### src/rtl/exc_pkg.sv
package exc_pkg;
   typedef enum logic [2:0] {
      EXC_NONE    = 3'd0,
      EXC_IRQ     = 3'd1,
      EXC_FETCH   = 3'd2,
      EXC_ILLEGAL = 3'd3,
      EXC_OVF     = 3'd4,
      EXC_DATA    = 3'd5
   } exc_code_t;

   // code tagged by the stage a fault is raised in (0 fetch, 1 decode, 2 execute, 3 memory)
   function automatic exc_code_t stage_tag(input int k);
      case (k)
         0:       return EXC_FETCH;
         1:       return EXC_ILLEGAL;
         2:       return EXC_OVF;
         default: return EXC_DATA;
      endcase
   endfunction
endpackage

### src/rtl/exc_stage.sv
module exc_stage
   import exc_pkg::*;
#(
   parameter int        PCW = 32,
   parameter exc_code_t TAG = EXC_FETCH
) (
   input  logic           clk,
   input  logic           rst_n,
   input  logic           kill,
   input  logic           in_valid,
   input  logic [PCW-1:0] in_pc,
   input  exc_code_t      in_code,
   input  logic           in_fault,
   output logic           out_valid,
   output logic [PCW-1:0] out_pc,
   output exc_code_t      out_code
);
   exc_code_t nxt_code;

   // an older stage's code is kept; a local fault only tags a clean, valid slot
   always_comb begin
      if (in_code != EXC_NONE)
         nxt_code = in_code;
      else if (in_valid && in_fault)
         nxt_code = TAG;
      else
         nxt_code = EXC_NONE;
   end

   always_ff @(posedge clk) begin
      if (!rst_n) begin
         out_valid <= 1'b0;
         out_pc    <= '0;
         out_code  <= EXC_NONE;
      end else begin
         out_valid <= in_valid && !kill;
         out_pc    <= in_pc;
         out_code  <= kill ? EXC_NONE : nxt_code;
      end
   end
endmodule

### src/rtl/exc_status.sv
module exc_status
   import exc_pkg::*;
#(
   parameter int PCW = 32
) (
   input  logic           clk,
   input  logic           rst_n,
   input  logic           take,
   input  exc_code_t      take_code,
   input  logic [PCW-1:0] take_pc,
   input  logic           rfe,
   output logic [2:0]     cause,
   output logic [PCW-1:0] epc,
   output logic           kernel_mode,
   output logic           irq_enable
);
   always_ff @(posedge clk) begin
      if (!rst_n) begin
         cause       <= 3'd0;
         epc         <= '0;
         kernel_mode <= 1'b1;
         irq_enable  <= 1'b0;
      end else if (take) begin
         cause       <= take_code;
         epc         <= take_pc;
         kernel_mode <= 1'b1;
         irq_enable  <= 1'b0;
      end else if (rfe) begin
         kernel_mode <= 1'b0;
         irq_enable  <= 1'b1;
      end
   end
endmodule

### src/rtl/exc_commit_unit.sv
module exc_commit_unit
   import exc_pkg::*;
#(
   parameter int             PCW     = 32,
   parameter logic [PCW-1:0] HANDLER = 'h80
) (
   input  logic           clk,
   input  logic           rst_n,
   input  logic           fetch_valid,
   input  logic [PCW-1:0] fetch_pc,
   input  logic           fetch_fault,
   input  logic           decode_illegal,
   input  logic           exec_overflow,
   input  logic           mem_data_fault,
   input  logic           ext_irq,
   input  logic           rfe,
   output logic           flush,
   output logic [PCW-1:0] redirect_pc,
   output logic           retire,
   output logic [2:0]     cause,
   output logic [PCW-1:0] epc,
   output logic           kernel_mode,
   output logic           irq_enable
);
   localparam int NSTG = 3;           // registered stages: decode, execute, memory
   localparam int MEM  = NSTG;        // index of the commit slot

   generate
      if (PCW < 2 || PCW > 64) begin : g_bad_pcw
         $error("exc_commit_unit: PCW out of range");
      end
      if (HANDLER[1:0] != 2'b00) begin : g_bad_handler
         $error("exc_commit_unit: HANDLER not word aligned");
      end
   endgenerate

   logic           st_v    [0:NSTG];
   logic [PCW-1:0] st_pc   [0:NSTG];
   exc_code_t      st_code [0:NSTG];
   logic           st_flt  [0:NSTG];

   logic      irq_take;
   exc_code_t m_code;
   exc_code_t take_code;

   assign st_v[0]    = fetch_valid;
   assign st_pc[0]   = fetch_pc;
   assign st_code[0] = EXC_NONE;
   assign st_flt[0]  = fetch_fault;
   assign st_flt[1]  = decode_illegal;
   assign st_flt[2]  = exec_overflow;
   assign st_flt[3]  = mem_data_fault;

   genvar k;
   generate
      for (k = 0; k < NSTG; k++) begin : g_stage
         exc_stage #(
            .PCW (PCW),
            .TAG (stage_tag(k))
         ) u_stage (
            .clk       (clk),
            .rst_n     (rst_n),
            .kill      (flush),
            .in_valid  (st_v[k]),
            .in_pc     (st_pc[k]),
            .in_code   (st_code[k]),
            .in_fault  (st_flt[k]),
            .out_valid (st_v[k+1]),
            .out_pc    (st_pc[k+1]),
            .out_code  (st_code[k+1])
         );
      end
   endgenerate

   // commit point: merge the memory-stage fault, then let an interrupt override
   always_comb begin
      if (st_code[MEM] != EXC_NONE)
         m_code = st_code[MEM];
      else if (st_flt[MEM])
         m_code = stage_tag(MEM);
      else
         m_code = EXC_NONE;
      irq_take  = st_v[MEM] && ext_irq && irq_enable;
      take_code = irq_take ? EXC_IRQ : m_code;
      flush     = st_v[MEM] && (take_code != EXC_NONE);
      retire    = st_v[MEM] && !flush;
   end

   assign redirect_pc = flush ? HANDLER : '0;

   exc_status #(.PCW(PCW)) u_status (
      .clk         (clk),
      .rst_n       (rst_n),
      .take        (flush),
      .take_code   (take_code),
      .take_pc     (st_pc[MEM]),
      .rfe         (rfe),
      .cause       (cause),
      .epc         (epc),
      .kernel_mode (kernel_mode),
      .irq_enable  (irq_enable)
   );
endmodule

### config.mk
export PLATFORM = sky130hd
export DESIGN_NAME = exc_commit_unit
export DESIGN_NICKNAME = d
export VERILOG_FILES = /design/src/rtl/exc_pkg.sv /design/src/rtl/exc_stage.sv /design/src/rtl/exc_status.sv /design/src/rtl/exc_commit_unit.sv
export SDC_FILE = /design/constraint.sdc
export NUM_CORES = 1
export LEC_CHECK = 0
export BUFFER_PORTS_ARGS = -buffer_cell sky130_fd_sc_hd__buf_2
export CAP_MARGIN = 25
export CORE_MARGIN = 4
export CORE_UTILIZATION = 36
export CTS_CLUSTER_SIZE = 16
export DETAILED_ROUTE_END_ITERATION = 8
export PLACE_DENSITY = 0.65
export SYNTH_ARGS = -nofsm -noshare
export SYNTH_HDL_FRONTEND = slang
export SYNTH_SLANG_ARGS = --single-unit
### constraint.sdc
create_clock -name clk -period 2.38 [get_ports clk]
set_input_delay 0.714 -clock clk [delete_from_list [all_inputs] [get_ports clk]]
set_output_delay 0.714 -clock clk [all_outputs]
set_load 0.005 [all_outputs]
==> results of run 1 <==
-- cells by family after synthesis --
family | synth area share (%)
other cells | 0.0815
flops | 61.8
buf+inv | 8.02
mux | 6.96
simple gates | 21.4
compound gates | 1.77
-- sequential cells by signal, indices dropped and copies added (netlist names) --
name	cells
u_status.kernel_mode	1
g_stage.u_stage.out_code	6
u_status.cause	3
g_stage.u_stage.out_valid	3
u_status.epc	32
u_status.irq_enable	1
g_stage.u_stage.out_pc	96
-- final cells by class --
type | count | area (µm²)
Multi-Input combinational cell | 260 | 1500
Tap cell | 172 | 215
Sequential cell | 142 | 2840
Clock inverter | 11 | 115
Fill cell | 1216 | 6950
Timing Repair Buffer | 84 | 458
Inverter | 3 | 11.3
Clock buffer | 21 | 470
-- cell usage after synthesis --
cell | count | area share (%)
nand2b_1 | 1 | 0.14
nor2_1 | 5 | 0.41
conb_1 | 1 | 0.081
a21oi_1 | 4 | 0.43
nor4_4 | 1 | 0.46
inv_1 | 2 | 0.16
a31oi_1 | 1 | 0.14
a21o_1 | 1 | 0.16
inv_2 | 1 | 0.081
nand3_1 | 2 | 0.22
buf_2 | 1 | 0.11
o21ai_0 | 1 | 0.11
nand2_1 | 71 | 5.8
nor3_1 | 5 | 0.54
nor2b_1 | 1 | 0.14
and2_1 | 96 | 13
mux2i_1 | 32 | 7.0
and3_1 | 5 | 0.68
o41ai_4 | 1 | 0.60
clkbuf_1 | 18 | 1.5
a221oi_1 | 1 | 0.19
buf_6 | 4 | 0.98
buf_4 | 32 | 5.2
o22ai_1 | 1 | 0.14
dfxtp_1 | 142 | 62
-- worst register-to-register path, delay by kind of cell (launching register included) --
family                 cells  cell delay [ns]
flip-flops                 1             0.41
AO/OA/AOI/OAI              2             0.29
buffers and inverters      2             0.63
multiplexers               1             0.28
-- power by group through the flow --
stage	Clock (mW)	Combinational, mW	Sequential (mW)
after detailed placement	0	0.176	2.52
final	2.53	0.174	2.47
after CTS	2.61	0.177	2.47
after global placement	0	0.170	2.52
after global routing	2.70	0.198	2.48
after floorplan	0	0.153	2.52
-- stage by stage --
step                util [%]  total power, mW
floorplan                  -             2.67
global placement        40.0             2.69
detailed placement      40.0             2.70
CTS                     44.7             5.26
global route            44.7             5.38
finish                  44.7             5.18
-- metal layers --
layer / vias up / GRT usage (%) / share of wire [%]
met5: - / 0 / 0
met4: 0 / 7.15 / 2.8
met3: 16 / 4.76 / 7.2
li1: 1437 / - / -
met1: 1253 / 10.5 / 40
met2: 68 / 16.1 / 50
-- worst paths after layout --
check	startpoint	to	slack, ns	cells after the start
max	ext_irq	redirect_pc[7]	0.13	5
min	g_stage[1].u_stage.out_pc[10]	g_stage[2].u_stage.out_pc[10]	0.43	1
max reg2reg	u_status.irq_enable	u_status.epc[15]	0.68	5
min reg2reg	g_stage[1].u_stage.out_pc[10]	g_stage[2].u_stage.out_pc[10]	0.43	1
==> results_dict.tcl, run 1 <==
set metrics [dict create \
    syn_to_final_growth_pct 22.0 \
    hold-worst-slack_ns 0.428 \
    cp_slowest_cell "o41ai_4" \
    row_count 41 \
    critPathKind "in2out" \
    final_common_cell "dfxtp_1" \
    antenna_found_initial 0 \
    p_int_mw 4.15 \
    gr-total-overflow 0 \
    finalCriticalPeriod_ns 2.25 \
    postRouteAntennaNets 0 \
    cp_max_fo 4 \
    clk_pin_slew_ns 0.05 \
    die_h_um 121 \
    core_area_um2 12600 \
    chipWidth_um 121 \
    root_buffer "clkbuf_16" \
    cap_viol_max_count 0 \
    ir_drop_mv 0.451 \
    hold_class "reg2reg" \
    p_leak_nw 2.43 \
    rsz0062_at_grt "no" \
    tns_ns 0 \
    syn_inst 430 \
    startpoint_type "input pin" \
    vias 2774 \
    seqPwrFrac_pct 47.7 \
    preCtsSetupSlack_ns 0.126 \
    drtPass1Iterations 4 \
    avgSynthCellArea_um2 10.7 \
    grt_pass1_wl_mm 11.5 \
    skew_ns 0.00893 \
    end_kind "output port" \
    grt_pass1_vias 2659 \
    ys_seq_area_share_pct 61.8 \
    setup_viol 0 \
    ctsResizeCount 0 \
    initial_core_util_pct 36.6 \
    cp.arrival_ns 1.54 \
    path_delay_family "compound AO/OA/AOI/OAI gates" \
    wl_per_cell_um 10.3 \
    netlist_area_um2 4600 \
    place.gp.congestion 0.667 \
    grt_max_degree 86 \
    cts_tree "built" \
    grt_use_total_pct 10.1 \
    dpl_cell_area_um2 5030 \
    netSwitchingPower_mw 1.03 \
    cp_common_cell "buf_2" \
    yosys_warnings 0 \
    numPortBuffers 80 \
    crit_required_ns 1.67 \
    die_area_um2 14700 \
    slew_viol_final 0 \
    holdBufCountCts 0 \
    routed_wl_mm 7.16 \
    critical_path.max_stage_delay_ns 0.25 \
    final_cell_mix "dfxtp_1, and2_1, buf_2" \
    combPwrFrac_pct 3.3 \
    cts_sinks 142 \
    num_antenna_cells 0 \
    hpwlAfterDp_mm 4.71 \
    slew-limit-headroom_pct 57.5 \
    fin_area_um2 5620 \
    fmax_mhz 443 \
    p_per_area_nw_per_um2 923 \
    htreeDepth 4 \
    vias_per_cell 4.00 \
    clk_latency_ns 0.41 \
    worst_slack_ns 0.125 \
    drive_gt1_share_pct 22.6 \
    synthDistinctLibCells 25 \
    drtIter0Drc 139 \
    cts_inserted_buffers 17 \
    cts_buffer_depth 2 \
    fin_cells 693 \
    swShare_pct 19.9 \
    p_clk_share_pct 48.9 \
    cts_setup_buffers 0 \
    ys_ff_latch 142 \
    worst_slew_pin_slew_ns 0.637 \
    layout.nets 549 \
    cp.buffers_inverters 3 \
    status "finished, final reports clean" \
    drcViolationCount 0 \
    report.final.hold_viol_count 0 \
    io_pins 112 \
    min_period_over_period_pct 94.7 \
    worstPathCellList "buf_2 > a21o_1 > o41ai_4 > inv_2 > buf_2" \
    dpl.cell_count 661 \
]
No activity file was read; power rests on OpenSTA's default activity.
==> inputs of run 2 (changes only) <==
- PLACE_DENSITY: 0.65 -> 0.69
==> run 2 against run 1 <==
Net effect: register-to-register slack gained 0.24 ns; sequential power is essentially flat; non-clock buffer count grew 3; clock power grew 10%; core utilization grew 0.61 points; first-iteration DRC count shrank 31%; global-route usage grew 0.24 points; total power grew 4.9%; clock skew shrank 0.0041 ns; routed wire length shrank 2.3%; worst setup slack is essentially flat; count of clock-buffer cells in the layout shrank 1; largest cell class unchanged.
==> results_dict.tcl, run 2 (same netlist as run 1, synthesis figures left out) <==
set metrics [dict create \
    status "finished, final reports clean" \
    drcViolationCount 0 \
    ctsResizeCount 0 \
    finalCriticalPeriod_ns 2.26 \
    combPwrFrac_pct 3.2 \
    startpoint_type "input pin" \
    vias 2743 \
    clk_pin_slew_ns 0.06 \
    htreeDepth 4 \
    rsz0062_at_grt "no" \
    initial_core_util_pct 36.6 \
    drive_gt1_share_pct 23.3 \
    cp_max_fo 5 \
    grt_pass1_vias 2568 \
    cts_setup_buffers 0 \
    critPathKind "in2out" \
    reg2reg_slack_ns 0.92 \
    clk_latency_ns 0.40 \
    grt_use_total_pct 10.4 \
    swShare_pct 19.5 \
    place.gp.congestion 0.694 \
    hold-worst-slack_ns 0.427 \
    p_leak_nw 2.47 \
    cts_sinks 142 \
    core_area_um2 12600 \
    cts_tree "built" \
    worstRegToRegCells 5 \
    hold_class "reg2reg" \
    nFillCells 1201 \
    p_int_mw 4.38 \
    timing.rr.start "u_status.irq_enable" \
    end_kind "output port" \
    die_area_um2 14700 \
    dpl_cell_area_um2 5040 \
    r2r_end "u_status.epc[13]" \
    io_pins 112 \
    p_per_area_nw_per_um2 955 \
    drtPass1Iterations 6 \
    hpwlAfterDp_mm 4.88 \
    netSwitchingPower_mw 1.06 \
    layout.nets 552 \
    postRouteAntennaNets 0 \
    fin_area_um2 5690 \
    power_mw 5.44 \
    die_h_um 121 \
    setup_viol 0 \
    cp.arrival_ns 1.54 \
    holdBufCountCts 0 \
    min_period_over_period_pct 94.8 \
    grt_max_degree 101 \
    chipWidth_um 121 \
    drtIter0Drc 96 \
    final_cell_mix "dfxtp_1, and2_1, buf_2" \
    cap_viol_max_count 0 \
    endpoint "redirect_pc[7]" \
    row_count 41 \
    wl_per_cell_um 10.0 \
    syn_to_final_growth_pct 23.7 \
    root_buffer "clkbuf_16" \
    cts_inserted_buffers 17 \
    regMostFlops "g_stage.u_stage.out_pc" \
    final_common_cell "dfxtp_1" \
    fmax_mhz 443 \
    skew_ns 0.00485 \
    ir_drop_mv 0.366 \
    tns_ns 0 \
    slew_viol_final 0 \
    numPortBuffers 80 \
    grt_pass1_wl_mm 11.6 \
    crit_required_ns 1.67 \
    p_clk_share_pct 51.4 \
    routed_wl_mm 7.00 \
    worst_slack_ns 0.125 \
    biggestRegsByFlops "g_stage.u_stage.out_pc x96, u_status.epc x32, g_stage.u_stage.out_code x6" \
    cts_buffer_depth 2 \
    seqPwrFrac_pct 45.5 \
    report.final.hold_viol_count 0 \
    antenna_found_initial 1 \
    startpoint "ext_irq" \
    vias_per_cell 3.94 \
    largest_reg_flops 96 \
    preCtsSetupSlack_ns 0.114 \
    gr-total-overflow 0 \
]
run 2: cell count changes in the layout (fill, tap and decap cells not counted):
cell	before	now
clkinv_2	5	1
buf_4	3	7
clkinvlp_4	4	3
inv_6	0	2
bufinv_16	2	4
clkbuf_1	1	0
diode_2	0	1
clkinv_4	0	2
buf_12	2	1
run 2: area by class of cell:
type / count / area [µm²] / area share (%)
clock buffers: 20 / 467 / 8.20
repair buffers: 87 / 468 / 8.22
multi-input cells: 260 / 1500 / 26.4
flip-flops and latches: 142 / 2840 / 49.9
diodes: 1 / 2.50 / 0.0440
inverters: 3 / 11.3 / 0.198
clock inverters: 12 / 183 / 3.21
well taps: 172 / 215 / 3.78
run 2: critical path, cell delays in order:
cell,delay (ns)
buf_2,0.11
a21o_1,0.21
o41ai_4,0.25
inv_2,0.11
buf_2,0.15
run 2: worst min-delay path by stage:
stage                                   from                            end  slack [ns]  cells after the start
2_1_floorplan   g_stage[0].u_stage.out_pc[0]   g_stage[1].u_stage.out_pc[0]        0.41                      1
3_3_place_gp   g_stage[0].u_stage.out_pc[19]  g_stage[1].u_stage.out_pc[19]        0.41                      1
3_5_place_dp    g_stage[1].u_stage.out_pc[8]   g_stage[2].u_stage.out_pc[8]        0.42                      1
4_1_cts        g_stage[1].u_stage.out_pc[15]  g_stage[2].u_stage.out_pc[15]        0.43                      1
5_1_grt        g_stage[0].u_stage.out_pc[24]  g_stage[1].u_stage.out_pc[24]        0.44                      1
6_report       g_stage[1].u_stage.out_pc[14]  g_stage[2].u_stage.out_pc[14]        0.43                      1
run 2: power groups by stage:
stage / combinational [mW] / sequential (mW) / clock (mW)
after floorplan: 0.153 / 2.52 / 0
after global placement: 0.169 / 2.52 / 0
after detailed placement: 0.174 / 2.53 / 0
after CTS: 0.174 / 2.47 / 2.87
after global routing: 0.198 / 2.48 / 2.98
final: 0.171 / 2.47 / 2.79
run 2: per-layer routing:
| layer | vias to the layer above | track usage (%) | wire, µm |
|---|---|---|---|
| li1 | 1445 | - | - |
| met4 | 0 | 7.58 | 211 |
| met2 | 58 | 16.4 | 3540 |
| met3 | 16 | 4.76 | 413 |
| met1 | 1224 | 10.7 | 2840 |
| met5 | - | 0 | 0 |
run 2: through the flow:
stage          utilization, %  instances
2_1_floorplan               -        460
3_3_place_gp             40.1        664
3_5_place_dp             40.1        664
4_1_cts                  45.3        696
5_1_grt                  45.3        697
6_report                 45.3        697
==> inputs of run 3 (changes only) <==
- CORE_UTILIZATION: 36 -> 35
- PLACE_DENSITY: 0.69 -> 0.67
- clock period: 2.38 -> 1.8 ns (I/O delays scaled with it)
==> run 3 against run 2 <==
Net effect: the run now ends with negative setup slack left; cell count is 0.43% higher; register-to-register slack got worse by 0.76 ns; routed wire length rose by 2.0%; worst setup slack worse by 0.27 ns; combinational power rose by 42%; sequential power is 32% higher; worst hold slack worse by 0.094 ns; via count grew 2.4%; critical path depth shrank 1; count of clock-buffer cells in the layout up 2; die area grew 2.7%; highest routed layer unchanged.
==> results_dict.tcl, run 3 (same netlist as run 1, synthesis figures left out) <==
set metrics [dict create \
    fmax_mhz 514 \
    skew_ns 0.00314 \
    cts_inserted_buffers 17 \
    rsz0062_at_grt "yes" \
    chipWidth_um 123 \
    vias_per_cell 4.01 \
    p_leak_nw 2.47 \
    p_per_area_nw_per_um2 1210 \
    fin_util_pct 44.4 \
    holdBufCountCts 0 \
    tns_ns -0.373 \
    power_mw 6.83 \
    dr_wl_met2_mm 3.57 \
    finalCriticalPeriod_ns 1.94 \
    grt_max_degree 43 \
    violations "negative setup slack" \
    grt_pass1_vias 2624 \
    startpoint_type "register" \
    clk_latency_ns 0.41 \
    p_clk_share_pct 48.6 \
    end_kind "output port" \
    cap_viol_max_count 0 \
    layout.nets 556 \
    biggestRegsByFlops "g_stage.u_stage.out_pc x96, u_status.epc x32, g_stage.u_stage.out_code x6" \
    status "finished with violations" \
    setup_viol 3 \
    hpwlAfterDp_mm 4.87 \
    slew-limit-headroom_pct 62.0 \
    slew_viol_final 0 \
    worst_slack_ns -0.144 \
    vias 2809 \
    cts_sinks 142 \
    grt_pass1_wl_mm 11.4 \
    m1WireLength_mm 2.91 \
    min_period_over_period_pct 108 \
    numPortBuffers 80 \
    hold-worst-slack_ns 0.334 \
    drtIter0Drc 97 \
    clk_pin_slew_ns 0.05 \
    drcViolationCount 0 \
    seqPwrFrac_pct 47.9 \
    wl_per_cell_um 10.2 \
    final_common_cell "dfxtp_1" \
    core_area_um2 12800 \
    report.final.hold_viol_count 0 \
    cts_buffer_depth 2 \
    cp.arrival_ns 1.40 \
    postRouteAntennaNets 0 \
    grt_use_total_pct 10.0 \
    regMostFlops "g_stage.u_stage.out_pc" \
    gr-total-overflow 0 \
    combPwrFrac_pct 3.5 \
    num_antenna_cells 0 \
    routed_wl_mm 7.14 \
    swShare_pct 19.9 \
    io_pins 112 \
    cts_tree "built" \
    place.gp.congestion 0.698 \
    ir_drop_mv 0.603 \
    root_buffer "clkbuf_16" \
    wl_met3_um 421 \
    antenna_found_initial 0 \
    crit_required_ns 1.26 \
    initial_core_util_pct 36.0 \
    drtPass1Iterations 4 \
    htreeDepth 4 \
    die_h_um 123 \
    syn_to_final_growth_pct 23.1 \
    drive_gt1_share_pct 24.1 \
    netSwitchingPower_mw 1.36 \
    die_area_um2 15100 \
    hold_class "in2reg" \
    final_cell_mix "dfxtp_1, and2_1, buf_2" \
    largest_reg_flops 96 \
    row_count 41 \
    worst_slew_pin_slew_ns 0.570 \
    cp_max_fo 3 \
    p_int_mw 5.47 \
    top_layer "met4" \
    critPathKind "reg2out" \
]
## run 3: layout make-up
class                   instances  area (µm²)
repair buffers                 91         510
fillers                      1208        7110
inverters                       3        11.3
flip-flops and latches        142        2850
well taps                     172         215
clock inverters                10         113
multi-input cells             260        1500
clock buffers                  22         464
## run 3: worst max-delay path, stage by stage (launching register included)
cell     delay [ns]
dfxtp_2        0.32
a21o_1         0.19
o41ai_4        0.25
inv_2          0.10
buf_2          0.15
## run 3: timing repair
item / CTS / global route
endpoints found under the setup margin: 3 / 3
hold endpoints to repair: 0 / 0
gates resized for setup: 3 / 1
buffers inserted: 2 / 0
## run 3: per-layer routing
metal	GRT usage [%]	vias to the layer above
met2	16.2	79
met1	10.3	1265
met3	4.01	18
li1	-	1447
met4	7.91	0
met5	0	-
## run 3: path summary, 6_finish.rpt
| check | slack, ns | to | startpoint | depth (start not counted) |
|---|---|---|---|---|
| worst max-delay path | -0.14 | redirect_pc[7] | g_stage[2].u_stage.out_code[0] | 4 |
| worst min-delay path | 0.33 | g_stage[0].u_stage.out_pc[23] | fetch_pc[23] | 2 |
| worst max register to register | 0.16 | u_status.epc[15] | g_stage[2].u_stage.out_code[0] | 6 |
| worst min register to register | 0.43 | g_stage[2].u_stage.out_pc[25] | g_stage[1].u_stage.out_pc[25] | 1 |
## run 3: stage by stage
stage	instance area [µm²]	setup slack, ns	instances
after detailed placement	5070	-0.109	666
after CTS	5660	-0.180	700
final	5670	-0.144	700
after global placement	5070	-0.0876	666
after global routing	5670	-0.232	700
after floorplan	4720	-0.191	460
## run 3: power by group through the flow
stage / logic (mW) / clock network [mW] / registers [mW]
global placement: 0.233 / 0 / 3.34
global route: 0.276 / 3.56 / 3.28
floorplan: 0.202 / 0 / 3.33
detailed placement: 0.239 / 0 / 3.34
finish: 0.242 / 3.32 / 3.27
CTS: 0.244 / 3.41 / 3.27
